[src/rtl/cmpc_pkg.sv]
package cmpc_pkg;
  localparam int ADDR_W = 3;
  localparam int DATA_W = 8;
  localparam logic [ADDR_W-1:0] A_CTRL   = 3'd0;
  localparam logic [ADDR_W-1:0] A_PERIOD = 3'd1;
  localparam logic [ADDR_W-1:0] A_STATUS = 3'd2;
  localparam logic [ADDR_W-1:0] A_MUX    = 3'd3;
  localparam logic [ADDR_W-1:0] A_DAC    = 3'd4;

  // control register layout, msb first
  typedef struct packed {
    logic [2:0] need;      // consecutive matching samples
    logic       ext;       // external strobe sampling
    logic       pin_en;    // gate result onto pin
    logic       pass_raw;  // pin takes unfiltered result
    logic       inv;       // invert raw result
    logic       en;        // global enable
  } ctrl_t;
endpackage

[src/rtl/cmpc_sync.sv]
module cmpc_sync #(
  parameter int STAGES = 2
) (
  input  logic clk,
  input  logic rst,
  input  logic d,
  output logic q
);
  logic [STAGES-1:0] chain;

  genvar i;
  generate
    for (i = 0; i < STAGES; i++) begin : g_stage
      if (i == 0) begin : g_first
        always_ff @(posedge clk) begin
          if (rst) chain[0] <= 1'b0;
          else     chain[0] <= d;
        end
      end else begin : g_next
        always_ff @(posedge clk) begin
          if (rst) chain[i] <= 1'b0;
          else     chain[i] <= chain[i-1];
        end
      end
    end
  endgenerate

  assign q = chain[STAGES-1];
endmodule

[src/rtl/cmpc_filter.sv]
module cmpc_filter #(
  parameter int PER_W = 8,
  parameter int CNT_W = 3
) (
  input  logic             clk,
  input  logic             rst,
  input  logic             active,
  input  logic             din,
  input  logic             ext,
  input  logic             strobe,
  input  logic [PER_W-1:0] period,
  input  logic [CNT_W-1:0] need,
  output logic             dout
);
  localparam logic [CNT_W-1:0] RUN_MAX = {CNT_W{1'b1}};

  logic [PER_W-1:0] div_q;
  logic [CNT_W-1:0] run_q, run_nx, need_eff;
  logic             last_q, filt_q;
  logic             bypass, tick_int, tick, match;

  assign bypass   = !ext && (period == '0);
  assign tick_int = !ext && !bypass &&
                    (({1'b0, div_q} + 1'b1) >= {1'b0, period});
  assign tick     = ext ? strobe : tick_int;
  assign need_eff = (need == '0) ? CNT_W'(1) : need;
  assign match    = (din == last_q) && (run_q != '0);

  always_comb begin
    if (!match)              run_nx = CNT_W'(1);
    else if (run_q == RUN_MAX) run_nx = run_q;
    else                     run_nx = run_q + 1'b1;
  end

  // sample-point divider
  always_ff @(posedge clk) begin
    if (rst || !active || ext || bypass) div_q <= '0;
    else if (tick_int)                   div_q <= '0;
    else                                 div_q <= div_q + 1'b1;
  end

  // run-length qualifier
  always_ff @(posedge clk) begin
    if (rst || !active) begin
      run_q  <= '0;
      last_q <= 1'b0;
      filt_q <= 1'b0;
    end else if (bypass) begin
      run_q  <= '0;
      last_q <= din;
      filt_q <= din;
    end else if (tick) begin
      run_q  <= run_nx;
      last_q <= din;
      if (run_nx >= need_eff) filt_q <= din;
    end
  end

  assign dout = bypass ? din : filt_q;


  filt_on_sample_chk: assert property (@(posedge clk) disable iff (rst)
    (filt_q != $past(filt_q)) |-> $past(tick || bypass || !active || rst));
endmodule

[src/rtl/cmpc_edge.sv]
module cmpc_edge (
  input  logic clk,
  input  logic rst,
  input  logic active,
  input  logic lvl,
  output logic rise_evt,
  output logic fall_evt
);
  logic armed_q, prev_q;

  always_ff @(posedge clk) begin
    if (rst) begin
      armed_q  <= 1'b0;
      prev_q   <= 1'b0;
      rise_evt <= 1'b0;
      fall_evt <= 1'b0;
    end else begin
      armed_q  <= active;
      prev_q   <= lvl;
      rise_evt <= active && armed_q && lvl && !prev_q;
      fall_evt <= active && armed_q && !lvl && prev_q;
    end
  end


  no_enable_edge_chk: assert property (@(posedge clk) disable iff (rst)
    $rose(active) |=> (!rise_evt && !fall_evt));
endmodule

[src/rtl/cmpc_regs.sv]
module cmpc_regs
  import cmpc_pkg::*;
#(
  parameter int SEL_W = 3,
  parameter int DAC_W = 6,
  parameter int PER_W = 8
) (
  input  logic              clk,
  input  logic              rst,
  input  logic              wr_en,
  input  logic              rd_en,
  input  logic [ADDR_W-1:0] addr,
  input  logic [DATA_W-1:0] wdata,
  input  logic              rise_evt,
  input  logic              fall_evt,
  input  logic              live,
  output ctrl_t             ctrl,
  output logic [PER_W-1:0]  period,
  output logic [SEL_W-1:0]  pos_sel,
  output logic [SEL_W-1:0]  neg_sel,
  output logic [DAC_W-1:0]  dac_code,
  output logic              irq,
  output logic              dma_req,
  output logic [DATA_W-1:0] rdata
);
  logic             rflag, fflag, rie, fie, dma_en, dac_en;
  logic [DAC_W-1:0] dac_val;
  logic             w_ctrl, w_per, w_stat, w_mux, w_dac, req;
  logic             unused_bits;

  assign w_ctrl = wr_en && (addr == A_CTRL);
  assign w_per  = wr_en && (addr == A_PERIOD);
  assign w_stat = wr_en && (addr == A_STATUS);
  assign w_mux  = wr_en && (addr == A_MUX);
  assign w_dac  = wr_en && (addr == A_DAC);
  assign unused_bits = ^{wdata[6:5], wdata[7:6], wdata[6]};

  always_ff @(posedge clk) begin
    if (rst) begin
      ctrl    <= '0;
      period  <= '0;
      rie     <= 1'b0;
      fie     <= 1'b0;
      dma_en  <= 1'b0;
      pos_sel <= '0;
      neg_sel <= '0;
      dac_en  <= 1'b0;
      dac_val <= '0;
    end else begin
      if (w_ctrl) ctrl <= ctrl_t'(wdata);
      if (w_per)  period <= wdata[PER_W-1:0];
      if (w_stat) begin
        rie    <= wdata[2];
        fie    <= wdata[3];
        dma_en <= wdata[4];
      end
      if (w_mux) begin
        pos_sel <= wdata[SEL_W-1:0];
        neg_sel <= wdata[2*SEL_W-1:SEL_W];
      end
      if (w_dac) begin
        dac_val <= wdata[DAC_W-1:0];
        dac_en  <= wdata[7];
      end
    end
  end

  // sticky edge flags, a new event wins over a clear
  always_ff @(posedge clk) begin
    if (rst) begin
      rflag <= 1'b0;
      fflag <= 1'b0;
    end else begin
      rflag <= rise_evt || (rflag && !(w_stat && wdata[0]));
      fflag <= fall_evt || (fflag && !(w_stat && wdata[1]));
    end
  end

  assign req = (rflag && rie) || (fflag && fie);

  always_ff @(posedge clk) begin
    if (rst) begin
      irq     <= 1'b0;
      dma_req <= 1'b0;
    end else begin
      irq     <= req && !dma_en;
      dma_req <= req && dma_en;
    end
  end

  assign dac_code = dac_en ? dac_val : '0;

  always_ff @(posedge clk) begin
    if (rst) rdata <= '0;
    else if (rd_en) begin
      case (addr)
        A_CTRL:   rdata <= ctrl;
        A_PERIOD: rdata <= DATA_W'(period);
        A_STATUS: rdata <= {live, 2'b00, dma_en, fie, rie, fflag, rflag};
        A_MUX:    rdata <= DATA_W'({neg_sel, pos_sel});
        A_DAC:    rdata <= {dac_en, 1'b0, dac_val};
        default:  rdata <= '0;
      endcase
    end
  end


  rflag_src_chk: assert property (@(posedge clk) disable iff (rst)
    $rose(rflag) |-> $past(rise_evt));

  fflag_src_chk: assert property (@(posedge clk) disable iff (rst)
    $rose(fflag) |-> $past(fall_evt));

  req_excl_chk: assert property (@(posedge clk) disable iff (rst)
    !(irq && dma_req));

  irq_src_chk: assert property (@(posedge clk) disable iff (rst)
    irq |-> $past((rflag && rie) || (fflag && fie)));
endmodule

[src/rtl/cmpc_top.sv]
module cmpc_top
  import cmpc_pkg::*;
#(
  parameter int SEL_W     = 3,
  parameter int DAC_W     = 6,
  parameter int PER_W     = 8,
  parameter int CNT_W     = 3,
  parameter int SYNC_STG  = 2
) (
  input  logic              clk,
  input  logic              rst,
  input  logic              cmp_raw,
  input  logic              sample_strobe,
  input  logic              bus_wr,
  input  logic              bus_rd,
  input  logic [ADDR_W-1:0] bus_addr,
  input  logic [DATA_W-1:0] bus_wdata,
  output logic [DATA_W-1:0] bus_rdata,
  output logic [SEL_W-1:0]  pos_sel,
  output logic [SEL_W-1:0]  neg_sel,
  output logic [DAC_W-1:0]  dac_code,
  output logic              cmp_out,
  output logic              cmp_pin,
  output logic              irq,
  output logic              dma_req
);
  ctrl_t            ctrl;
  logic [PER_W-1:0] period;
  logic             raw_s, active, active_d, unf_q, filt_lvl;
  logic             rise_evt, fall_evt;

  cmpc_sync #(.STAGES(SYNC_STG)) u_sync (
    .clk(clk), .rst(rst), .d(cmp_raw), .q(raw_s)
  );

  assign active = ctrl.en && (pos_sel != neg_sel);

  always_ff @(posedge clk) begin
    if (rst) begin
      active_d <= 1'b0;
      unf_q    <= 1'b0;
      cmp_pin  <= 1'b0;
    end else begin
      active_d <= active;
      unf_q    <= active && (raw_s ^ ctrl.inv);
      cmp_pin  <= ctrl.pin_en && (ctrl.pass_raw ? unf_q : filt_lvl);
    end
  end

  cmpc_filter #(.PER_W(PER_W), .CNT_W(CNT_W)) u_filter (
    .clk(clk), .rst(rst), .active(active_d), .din(unf_q),
    .ext(ctrl.ext), .strobe(sample_strobe), .period(period),
    .need(ctrl.need), .dout(filt_lvl)
  );

  cmpc_edge u_edge (
    .clk(clk), .rst(rst), .active(active_d), .lvl(filt_lvl),
    .rise_evt(rise_evt), .fall_evt(fall_evt)
  );

  cmpc_regs #(.SEL_W(SEL_W), .DAC_W(DAC_W), .PER_W(PER_W)) u_regs (
    .clk(clk), .rst(rst), .wr_en(bus_wr), .rd_en(bus_rd), .addr(bus_addr),
    .wdata(bus_wdata), .rise_evt(rise_evt), .fall_evt(fall_evt),
    .live(filt_lvl), .ctrl(ctrl), .period(period), .pos_sel(pos_sel),
    .neg_sel(neg_sel), .dac_code(dac_code), .irq(irq), .dma_req(dma_req),
    .rdata(bus_rdata)
  );

  assign cmp_out = filt_lvl;


  disabled_low_chk: assert property (@(posedge clk) disable iff (rst)
    (!active_d && !$past(active_d)) |-> !cmp_out);

  pin_gate_chk: assert property (@(posedge clk) disable iff (rst)
    !ctrl.pin_en |=> !cmp_pin);
endmodule

[config.mk]
export PLATFORM = sky130hd
export DESIGN_NAME = cmpc_top
export DESIGN_NICKNAME = d
export VERILOG_FILES = /design/src/rtl/cmpc_pkg.sv /design/src/rtl/cmpc_sync.sv /design/src/rtl/cmpc_filter.sv /design/src/rtl/cmpc_edge.sv /design/src/rtl/cmpc_regs.sv /design/src/rtl/cmpc_top.sv
export SDC_FILE = /design/constraint.sdc
export NUM_CORES = 1
export LEC_CHECK = 0
export CORE_MARGIN = 2
export CORE_UTILIZATION = 54
export CTS_BUF_LIST = sky130_fd_sc_hd__clkbuf_8
export CTS_CLUSTER_DIAMETER = 120
export DETAILED_ROUTE_END_ITERATION = 12
export PLACE_DENSITY = 0.78
export SLEW_MARGIN = 15
export SYNTH_ARGS = -nofsm -noshare
export SYNTH_HDL_FRONTEND = slang
export SYNTH_SLANG_ARGS = --single-unit
[constraint.sdc]
create_clock -name clk -period 6.2 [get_ports clk]
set_input_delay 1.86 -clock clk [delete_from_list [all_inputs] [get_ports clk]]
set_output_delay 1.86 -clock clk [all_outputs]
set_load 0.01 [all_outputs]
==> summary.md <==
The number of antenna diodes in the final layout is 0. The share of flip-flops with an asynchronous set or reset came out at 0. The tools report the met1 routed wirelength after detailed routing as 3.332 mm.

CTS placed an instance of clkbuf_8 at the clock tree root. TritonCTS built the clock tree. For the vias after detailed routing, the log shows 2,613. The count of input and output buffers works out to 40. The highest metal layer carrying signal wires in the routed design is met4.

In this design, the stage delay of the slowest critical-path cell is 500 ps. For this run, the post-layout net count is 436. The total number of H-tree levels was 3; the total of max-cap violations was 0.

The run gives 0 as the post-CTS setup repair buffer count. Static timing analysis puts the maximum clock frequency at 0.2310 GHz. The height of the die came out at 80.91 um. Entering global routing, the biggest net connects 28 pins. The cell area power density is 225.2 nW/um^2.

After the first detailed-routing iteration, the DRC count stood at 95. The count of final setup violators was 0. Traced cell by cell, the critical path runs through nor4_2, nand2_1, nor2_4, mux2i_1, inv_1, clkdlybuf4s50_1. CTS saw 66 sinks. Dividing the detail-routed wire length by the instance count gives 14.54 um. For the pin with the worst max-slew slack, the measured transition is 940.3 ps. Clock-pin slew on the worst setup and hold paths: 70 ps. The run finished with clean final reports. The run gives 0 as the total congestion overflow. The run gives 0 as the hold violation count in the final report. For this run, the number of Yosys warnings is 0. In this run the standard cell core region covers 5816 sq um. For the met3 wirelength from detailed routing, the log shows 345 um. The number of pins with negative max-slew slack in the final report was 0; the wire length of the first global-routing pass was 11.27 mm. Master of the slowest instance on the critical path: mux2i_1. The leading cell type in the layout, fill and taps excluded is dfxtp_1. The first TritonRoute pass finished after 4 iterations.

The share of final-layout standard cells stronger than drive strength 1 was 0.07561. Max-slew headroom at the worst pin: 0.3712. The tools report the via count of the first global-routing pass as 2,420. Setup repair after global routing left no endpoint under its margin. The placed wire-length estimate is 5.198 mm, and the required time reported for the critical path endpoint is 4340 ps.

The x dimension of the die came out at 80.91 um. The worst hold slack was 422.8 ps; the routability congestion estimate was 0.8462. At the worst endpoint, the arrival time is 2470 ps.

The total length of routed wires was 7.052 mm; the synthesis-to-layout area growth was 19.74%. For the DRC violations left, the log shows 0. The logs give 6546 sq um for the overall die area and 340 ps for the clock network latency to the later pin of the worst-skew pair.

The leading register cell type out of synthesis was dfxtp_1. Along the worst path, the maximum fanout reaches 5. The number of clock buffers added by TritonCTS is 9. STA classifies the critical path startpoint as a register. The run gives 3194 sq um as the cell area after synthesis. The starting density of the core is 0.5493, and the ratio of final minimum period to clock period is 0.6983. 41 I/O pins were placed.

The cell type with the largest total area after synthesis is dfxtp_1. Across all register-to-register paths, the minimum setup slack is 3390 ps. The synthesized design contains 0 enable-type register cells. IR analysis of the VDD net gives a maximum drop of 188.9 uV. Across the routed clock network, the largest skew measured is 6.450 ps. The worst register-to-register path begins at u_filter.div_q[0].

The average via count per standard cell was 5.388; the number of buffers on the longest clock path was 2. The minimum period implied by the final worst setup slack was 4330 ps; the number of antenna violations at the first check in global routing was 0. In this run the worst setup path terminates at cmp_out. The min-delay analysis places its worst path in the category reg -> reg. The cell count after synthesis came out at 370. In the detailed route, the total length drawn on met2 is 3.244 mm. The average cell area after synthesis came out at 8.633 sq um.

Leaving out fill and tap cells, the most frequent cells in the layout are dfxtp_1 (66), nand2_1 (47), nor2_1 (44). The total nets after synthesis is 401. The worst setup path is captured at a primary output.

The origin of the worst setup path was u_regs.period[1]. Post-CTS repair changed the size of 0 cells. The floorplan has 28 rows.

The total track usage was 0.2290; the logic depth of the worst register-to-register path was 11. Hold repair after CTS inserted 0 buffers. The post-layout utilization of the core came out at 0.6577.

The endpoint identified for the worst register-to-register timing path is u_filter.filt_q. Adding up every negative setup slack in the final design gives 0 ps. After synthesis, the cell types taking the most area are dfxtp_1 (41%), mux2i_1 (7.8%), nand2_1 (5.5%).

The tools report the sequential element share of the synthesized area as 0.4136. The count of nets left with antenna violations once routing finished came out at 0. Number of unique standard cell types used by synthesis: 39. In this run the most critical hold path is launched from u_edge.prev_q. The area share of the largest cell type after synthesis was 0.4136.

The analysis attributes to cell leakage a power of 1.485 nW. The worst setup path is of the reg -> out kind. Post-synthesis sequential element count: 66.
==> layer usage <==
layer,up-vias,global-route usage
li1,1325,-
met1,1222,0.2992
met2,53,0.3620
met3,13,0.05111
met4,0,0.1034
met5,-,0
==> how the worst min path moves through the flow <==
stage	cells past startpoint	end	slack [ps]
2_1_floorplan	1	u_edge.rise_evt	400
3_3_place_gp	1	u_edge.rise_evt	410
3_5_place_dp	1	u_edge.rise_evt	420
4_1_cts	1	u_edge.rise_evt	420
5_1_grt	1	u_edge.rise_evt	440
6_report	1	u_edge.rise_evt	420
==> synthesized netlist by cell type, drive strengths merged, types with 7 or more instances <==
cell type,instances
mux2i,25
nand2,47
nor2b,20
inv,16
nor2,45
and2,8
clkbuf,12
ha,14
a22oi,12
dfxtp,66
nor3,8
a21oi,32
nand3,7
==> kinds of logic after synthesis <==
kind of cell	Yosys count	synth area share
fa+ha+maj	14	0.05484
flops	66	0.4136
mux	31	0.09949
simple gates	149	0.2268
xor+xnor	12	0.03290
buf+inv	33	0.04034
compound gates	65	0.1320
==> layout make-up <==
type                       count  area [sq um]
clock buffer                  11         151.4
clock inverter                 5         46.29
fill                         519          1991
tap                           75         93.84
multi-input combinational    271          1744
inverter                      16         60.06
timing repair buffer          41         407.9
sequential                    66          1321
==> flip-flops by register name (all words and copies together), names as in the netlist, 3 cells and up <==
signal and cells:
u_regs.period 8, u_regs.dac_val 6, u_filter.run_q 3, u_regs.ctrl 8, u_regs.rdata 8, u_regs.neg_sel 3
u_regs.pos_sel 3, u_filter.div_q 8
==> power by group <==
part / total, mW / leakage, nW / switching (mW) / internal, mW
combinational: 0.0681 / 0.839 / 0.0383 / 0.0297
sequential: 0.435 / 0.533 / 0.00561 / 0.429
clock: 0.358 / 0.113 / 0.156 / 0.203
total: 0.861 / 1.49 / 0.200 / 0.662
==> critical path: cells and delay by family (launching register included) <==
| kind | cells | cell delay (ps) |
|---|---|---|
| buffers and inverters | 2 | 620 |
| muxes | 1 | 500 |
| and+or+nand+nor | 3 | 650 |
| DFF | 1 | 360 |
==> through the flow <==
| stage | power [mW] | cells | cell area, sq um | setup WS [ps] |
|---|---|---|---|---|
| 3_3_place_gp | 0.5107 | 469 | 3627 | 2212 |
| 3_5_place_dp | 0.5117 | 469 | 3627 | 2180 |
| 5_1_grt | 0.8921 | 485 | 3825 | 1698 |
| 6_report | 0.8613 | 485 | 3825 | 1870 |
| 4_1_cts | 0.8682 | 485 | 3825 | 1816 |
| 2_1_floorplan | 0.4870 | 370 | 3194 | 2989 |
(Power assumes the default switching activity.)
